**config.mk**
```make
export PLATFORM = sky130hd
export DESIGN_NAME = sop_array
export DESIGN_NICKNAME = d
export VERILOG_FILES = /design/src/rtl/sop_pkg.sv /design/src/rtl/sop_cfg_chain.sv /design/src/rtl/sop_and_plane.sv /design/src/rtl/sop_or_plane.sv /design/src/rtl/sop_array.sv
export SDC_FILE = /design/constraint.sdc
export NUM_CORES = 1
export LEC_CHECK = 0
export CORE_ASPECT_RATIO = 1.25
export CORE_MARGIN = 5
export CORE_UTILIZATION = 60
export DETAILED_ROUTE_END_ITERATION = 8
export DONT_BUFFER_PORTS = 1
export MAX_ROUTING_LAYER = met4
export PLACE_DENSITY = 0.76
export REMOVE_ABC_BUFFERS = 1
export SLEW_MARGIN = 20
export SYNTH_ARGS = -nofsm -noshare
export SYNTH_HDL_FRONTEND = slang
export SYNTH_SLANG_ARGS = --single-unit
```
**constraint.sdc**
```tcl
create_clock -name clk -period 1.8 [get_ports clk]
set_input_delay 0.27 -clock clk [delete_from_list [all_inputs] [get_ports clk]]
set_output_delay 0.27 -clock clk [all_outputs]
set_load 0.005 [all_outputs]
```
**src/rtl/sop_pkg.sv**
```systemverilog
// Package: shared literal encoding and configuration-chain index helpers
// for the sum-of-products array. Assumes the chain layout stated in R6.
package sop_pkg;

    // Literal condition per (term, input): bit0 = need-true, bit1 = need-false.
    typedef enum logic [1:0] {
        LIT_OFF  = 2'b00,
        LIT_TRUE = 2'b01,
        LIT_COMP = 2'b10,
        LIT_KILL = 2'b11
    } lit_code_t;

    // Chain index of the low bit of the literal code for term t, input i.
    function automatic int and_bit(input int t, input int i, input int n_in);
        return (t * n_in + i) * 2;
    endfunction

    // Index of OR bit (t, o) inside the OR-plane slice.
    function automatic int or_bit(input int t, input int o, input int n_out);
        return t * n_out + o;
    endfunction

    // First term of the fixed group that belongs to output o.
    function automatic int grp_base(input int o, input int tpo, input int n_term);
        return (o * tpo) % n_term;
    endfunction

endpackage

```
**src/rtl/sop_cfg_chain.sv**
```systemverilog
// Module: serial configuration store. It shifts bits into a shadow register
// and copies the shadow register into an active register on cfg_done.
// Assumes cfg_en and cfg_done come from synchronous logic on clk. If both are
// high on one edge, the copy takes the shadow contents from before the shift.
module sop_cfg_chain #(
    parameter int WIDTH = 192
) (
    input  logic             clk,
    input  logic             rst_n,
    input  logic             cfg_en,
    input  logic             cfg_data,
    input  logic             cfg_done,
    output logic [WIDTH-1:0] active_q
);

    logic [WIDTH-1:0] shadow_q;

    // Shadow store: each new bit enters at the top and moves down one place
    // per shift, so the first bit sent ends at index 0.
    always_ff @(posedge clk) begin
        if (!rst_n) begin
            shadow_q <= '0;
        end else if (cfg_en) begin
            shadow_q <= {cfg_data, shadow_q[WIDTH-1:1]};
        end
    end

    // Active store: takes the whole shadow image in one edge.
    always_ff @(posedge clk) begin
        if (!rst_n) begin
            active_q <= '0;
        end else if (cfg_done) begin
            active_q <= shadow_q;
        end
    end

endmodule

```
**src/rtl/sop_and_plane.sv**
```systemverilog
// Module: programmable AND plane. Each product term is the AND of one
// qualifier per input, decoded from a 2-bit literal code.
// Assumes the literal layout given by sop_pkg::and_bit.
module sop_and_plane
    import sop_pkg::*;
#(
    parameter int N_IN   = 4,
    parameter int N_TERM = 16,
    localparam int AND_BITS = N_TERM * N_IN * 2
) (
    input  logic [N_IN-1:0]     x_in,
    input  logic [AND_BITS-1:0] and_cfg,
    output logic [N_TERM-1:0]   term_vec
);

    for (genvar t = 0; t < N_TERM; t++) begin : g_term
        logic [N_IN-1:0] lit_ok;

        for (genvar i = 0; i < N_IN; i++) begin : g_lit
            localparam int LO = and_bit(t, i, N_IN);
            lit_code_t code;
            assign code = lit_code_t'(and_cfg[LO +: 2]);

            // Qualifier: 1 when this input satisfies the literal condition.
            always_comb begin
                unique case (code)
                    LIT_OFF:  lit_ok[i] = 1'b1;
                    LIT_TRUE: lit_ok[i] = x_in[i];
                    LIT_COMP: lit_ok[i] = ~x_in[i];
                    default:  lit_ok[i] = 1'b0;
                endcase
            end
        end

        // Term value: all qualifiers met (an empty term gives 1).
        assign term_vec[t] = &lit_ok;
    end

endmodule

```
**src/rtl/sop_or_plane.sv**
```systemverilog
// Module: OR plane with two variants chosen at run time. The programmable
// variant ORs every connected term. The fixed variant ORs a group of TPO
// terms that belongs to each output. Assumes N_TERM >= TPO; when
// N_OUT*TPO > N_TERM the groups wrap around and overlap.
module sop_or_plane
    import sop_pkg::*;
#(
    parameter int N_TERM = 16,
    parameter int N_OUT  = 4,
    parameter int TPO    = 4,
    localparam int OR_BITS = N_TERM * N_OUT
) (
    input  logic [N_TERM-1:0]  term_vec,
    input  logic [OR_BITS-1:0] or_cfg,
    input  logic               pal_mode,
    output logic [N_OUT-1:0]   f_out
);

    for (genvar o = 0; o < N_OUT; o++) begin : g_out
        localparam int BASE = grp_base(o, TPO, N_TERM);
        logic [N_TERM-1:0] conn;
        logic [TPO-1:0]    grp;
        logic              prog_or;
        logic              fixed_or;

        // Connection mask: the OR-plane column for this output.
        always_comb begin
            for (int t = 0; t < N_TERM; t++) begin
                conn[t] = or_cfg[or_bit(t, o, N_OUT)];
            end
        end

        // Fixed group: gather this output's own TPO terms.
        always_comb begin
            for (int k = 0; k < TPO; k++) begin
                grp[k] = term_vec[(BASE + k) % N_TERM];
            end
        end

        assign prog_or  = |(term_vec & conn);
        assign fixed_or = |grp;

        // Variant select: fixed groups when pal_mode is high.
        always_comb begin
            f_out[o] = pal_mode ? fixed_or : prog_or;
        end
    end

endmodule

```
**src/rtl/sop_array.sv**
```systemverilog
// Module: top of the configurable sum-of-products array. It wires the
// serial configuration store to the AND plane and the OR plane.
// Assumes the configuration is loaded while the logic results are not used.
// The outputs are combinational from x_in and pal_mode.
module sop_array
    import sop_pkg::*;
#(
    parameter int N_IN   = 4,
    parameter int N_TERM = 16,
    parameter int N_OUT  = 4,
    parameter int TPO    = 4
) (
    input  logic             clk,
    input  logic             rst_n,
    input  logic             cfg_en,
    input  logic             cfg_data,
    input  logic             cfg_done,
    input  logic             pal_mode,
    input  logic [N_IN-1:0]  x_in,
    output logic [N_OUT-1:0] f_out
);

    localparam int AND_BITS = N_TERM * N_IN * 2;
    localparam int OR_BITS  = N_TERM * N_OUT;
    localparam int CFG_BITS = AND_BITS + OR_BITS;

    logic [CFG_BITS-1:0] cfg_active;
    logic [AND_BITS-1:0] and_cfg;
    logic [OR_BITS-1:0]  or_cfg;
    logic [N_TERM-1:0]   term_vec;

    assign and_cfg = cfg_active[AND_BITS-1:0];
    assign or_cfg  = cfg_active[CFG_BITS-1:AND_BITS];

    sop_cfg_chain #(
        .WIDTH (CFG_BITS)
    ) chain_i (
        .clk      (clk),
        .rst_n    (rst_n),
        .cfg_en   (cfg_en),
        .cfg_data (cfg_data),
        .cfg_done (cfg_done),
        .active_q (cfg_active)
    );

    sop_and_plane #(
        .N_IN   (N_IN),
        .N_TERM (N_TERM)
    ) and_i (
        .x_in     (x_in),
        .and_cfg  (and_cfg),
        .term_vec (term_vec)
    );

    sop_or_plane #(
        .N_TERM (N_TERM),
        .N_OUT  (N_OUT),
        .TPO    (TPO)
    ) or_i (
        .term_vec (term_vec),
        .or_cfg   (or_cfg),
        .pal_mode (pal_mode),
        .f_out    (f_out)
    );

endmodule

```
==> flow_summary.json <==
{
  "maxCapViolations": 0,
  "clk_latency_ns": 0.52,
  "max_stage_delay_ns": 0.35,
  "initial_core_util_pct": 60.44,
  "dp_slack_ns": -0.1726,
  "yosysSeqAreaShare_pct": 49.21,
  "multi_input_area_um2": 7533,
  "crit_fanout": 4,
  "drc_errors": 0,
  "r2r_cells": 4,
  "regToRegEndpoint": "chain_i.shadow_q[191]",
  "critPathRequiredTime_ns": 1.53,
  "start_kind": "register",
  "vias_per_cell": 5.244,
  "area_growth_pct": 26.72,
  "netlist_area_um2": 15620,
  "grt_use_met1_pct": 28.20,
  "cp_slowest_cell": "dfxtp_2",
  "cp.arrival_ns": 2.01,
  "globalplace.congestion": 0.9046,
  "p_per_area_nw_per_um2": 858.8,
  "insertedDiodeCount": 0,
  "synth_top_area_cell": "dfxtp_1",
  "peakVddDrop_v": 0.0007622,
  "die_width_um": 154.3,
  "synth_edf_count": 0,
  "core-area_um2": 25850,
  "avgSynthCellArea_um2": 11.39,
  "fillers": 1667,
  "hold_viol_final": 0,
  "final_layout_size_suffix_gt1_share_pct": 8.559,
  "ff_latch_area_um2": 7729,
  "fin_crit_sh_pct": 126.9,
  "rsz0062_at_grt": "true",
  "ant_nets": 0,
  "grtUsageTotal_pct": 23.51,
  "setup_viol": 4,
  "worst_pin_slew_ns": 0.6825,
  "synth_cell_types": 19,
  "synthTopCellsByCount": "mux2i_1 (448), dfxtp_1 (384), nor2b_1 (384)",
  "tns_ns": -1.802,
  "die_y_um": 190.4,
  "skew_ns": 0.02071,
  "ys_ff_latch": 384,
  "timing.fmax_mhz": 438.0,
  "r2r_slack_ns": 0.09,
  "io_pins": 14,
  "final_util_pct": 76.59,
  "place_area_um2": 15640,
  "yosys-top-cells-area": "dfxtp_1 (49%), mux2i_1 (29%), nor2b_1 (15%)",
  "min_to": "chain_i.active_q[160]",
  "critical_path_buf_inv_count": 0,
  "critPathTopFamily": "compound AO/OA/AOI/OAI gates",
  "use_met3_pct": 3.314,
  "grt_pass1_wl_um": 55570,
  "worst_r2r_startpoint": "chain_i.shadow_q[191]",
  "relSlewSlack_pct": 54.50,
  "avgRoutedWirePerCell_um": 17.40,
  "clockRootBuffer": "clkbuf_16",
  "gr-max-usage-layer": "met2",
  "path_cells": "mux2i_1 -> and4_4 -> a22o_1 -> a221oi_2 -> and4_1 -> a22oi_2",
  "cts_tree": "yes",
  "grtUsageMet2_pct": 40.67,
  "status": "finished with violations",
  "antenna_found_initial": 0,
  "ys.flop_type": "dfxtp_1",
  "numPortBuffers": 0,
  "synth.top_cell.area_share_pct": 49.21,
  "holdWs_ns": 0.1546,
  "end_kind": "primary output",
  "worstHoldStart": "cfg_done",
  "violations": "negative setup slack",
  "period_needed_ns": 2.283,
  "grt_max_degree": 261,
  "drt_wl_total_um": 34180,
  "holdPathStages": 2,
  "cts-htree-levels": 2,
  "globalRouteOverflowTotal": 0,
  "drt_iter0_drc": 495,
  "nNetsFinal": 1610,
  "row_count": 66,
  "dp_hpwl_um": 16440,
  "grt_pass1_vias": 10640,
  "fin_area_um2": 19800,
  "fin_ws_ns": -0.4833,
  "die_area_um2": 29380,
  "numCtsBuffers": 37,
  "drt-pass1-iter-count": 5,
  "synth_most_common_cell": "mux2i_1",
  "clk_pin_slew_worst_paths_ns": 0.07,
  "p_leak_nw": 8.682,
  "yosysWarnings": 0,
  "vias": 10300,
  "path_class": "reg -> out",
  "cts_sinks": 384,
  "hp-class": "in -> reg",
  "synth_cells": 1372,
  "startpoint": "chain_i.active_q[97]",
  "async_flop_share_pct": 0,
  "cts_buffer_depth": 3,
  "slew_violations": 0
}
## power breakdown
part	internal (W)	total, W	switching [W]
logic	0.000334	0.000403	0.0000686
clock network	0.00491	0.00810	0.00319
registers	0.00850	0.00850	0.00000451
total	0.0137	0.0170	0.00326
## per-stage QoR
stage	power [W]	instances
6_report	0.01700	1964
5_1_grt	0.01749	1964
4_1_cts	0.01712	1963
3_5_place_dp	0.008995	1628
3_3_place_gp	0.008994	1628
2_1_floorplan	0.009008	1276
## registers in the layout, summed over array words and instances (netlist names)
register,flops
chain_i.active_q,192
chain_i.shadow_q,192
## worst max-delay path by stage
stage,to,slack (ns),cells after the start
3_3_place_gp,f_out[3],-0.19,6
5_1_grt,f_out[2],-0.57,7
6_report,f_out[3],-0.48,6
4_1_cts,f_out[2],-0.50,7
3_5_place_dp,f_out[3],-0.17,6
2_1_floorplan,f_out[1],0.24,6
## cells by family after synthesis
group	synth area share, %
AOI/OAI and AO/OA	2.122
buffers and inverters	3.188
DFF	49.21
muxes	28.70
and+or+nand+nor	16.78
## cell type report
type	instances	area share (%)
flip-flops and latches	384	39.04
multi-input cells	892	38.05
repair buffers	285	14.33
clock buffers	53	5.486
well taps	340	2.149
clock inverters	10	0.9354
## layout by cell type, fill, tap and decap left out
master	Yosys	routed
mux2i_1	448	445
nor2b_1	384	384
dfxtp_1	384	351
dlygate4sd3_1	0	268
clkbuf_16	0	37
dfxtp_2	0	33
and4_4	7	14
buf_4	0	14
a22o_1	12	12
a221oi_2	5	10
clkbuf_8	0	10
and4_1	12	6
clkbuf_1	48	6
bufinv_16	0	5
a21oi_1	4	4
a222oi_1	4	4
nor4_1	4	4
a22oi_2	0	4
mux2i_2	0	3
inv_6	0	2
clkinv_2	0	2
buf_6	4	2
a221oi_4	0	1
a221oi_1	7	1
clkinvlp_4	0	1
buf_16	0	1
## timing repair
action                                  in CTS  in global routing
buffers inserted                             6                  1
hold endpoints to repair                   381                  0
pin swaps                                   17                  7
endpoints found under the setup margin       4                  5
hold buffers                               269                  0
resized for setup                           40                 22
## metal layers
layer	vias to the layer above	wire length, um
li1	5152	-
met1	4958	14920
met2	123	17140
met3	67	1001
met4	0	1114
met5	-	0
No activity file was read; power rests on OpenSTA's default activity.
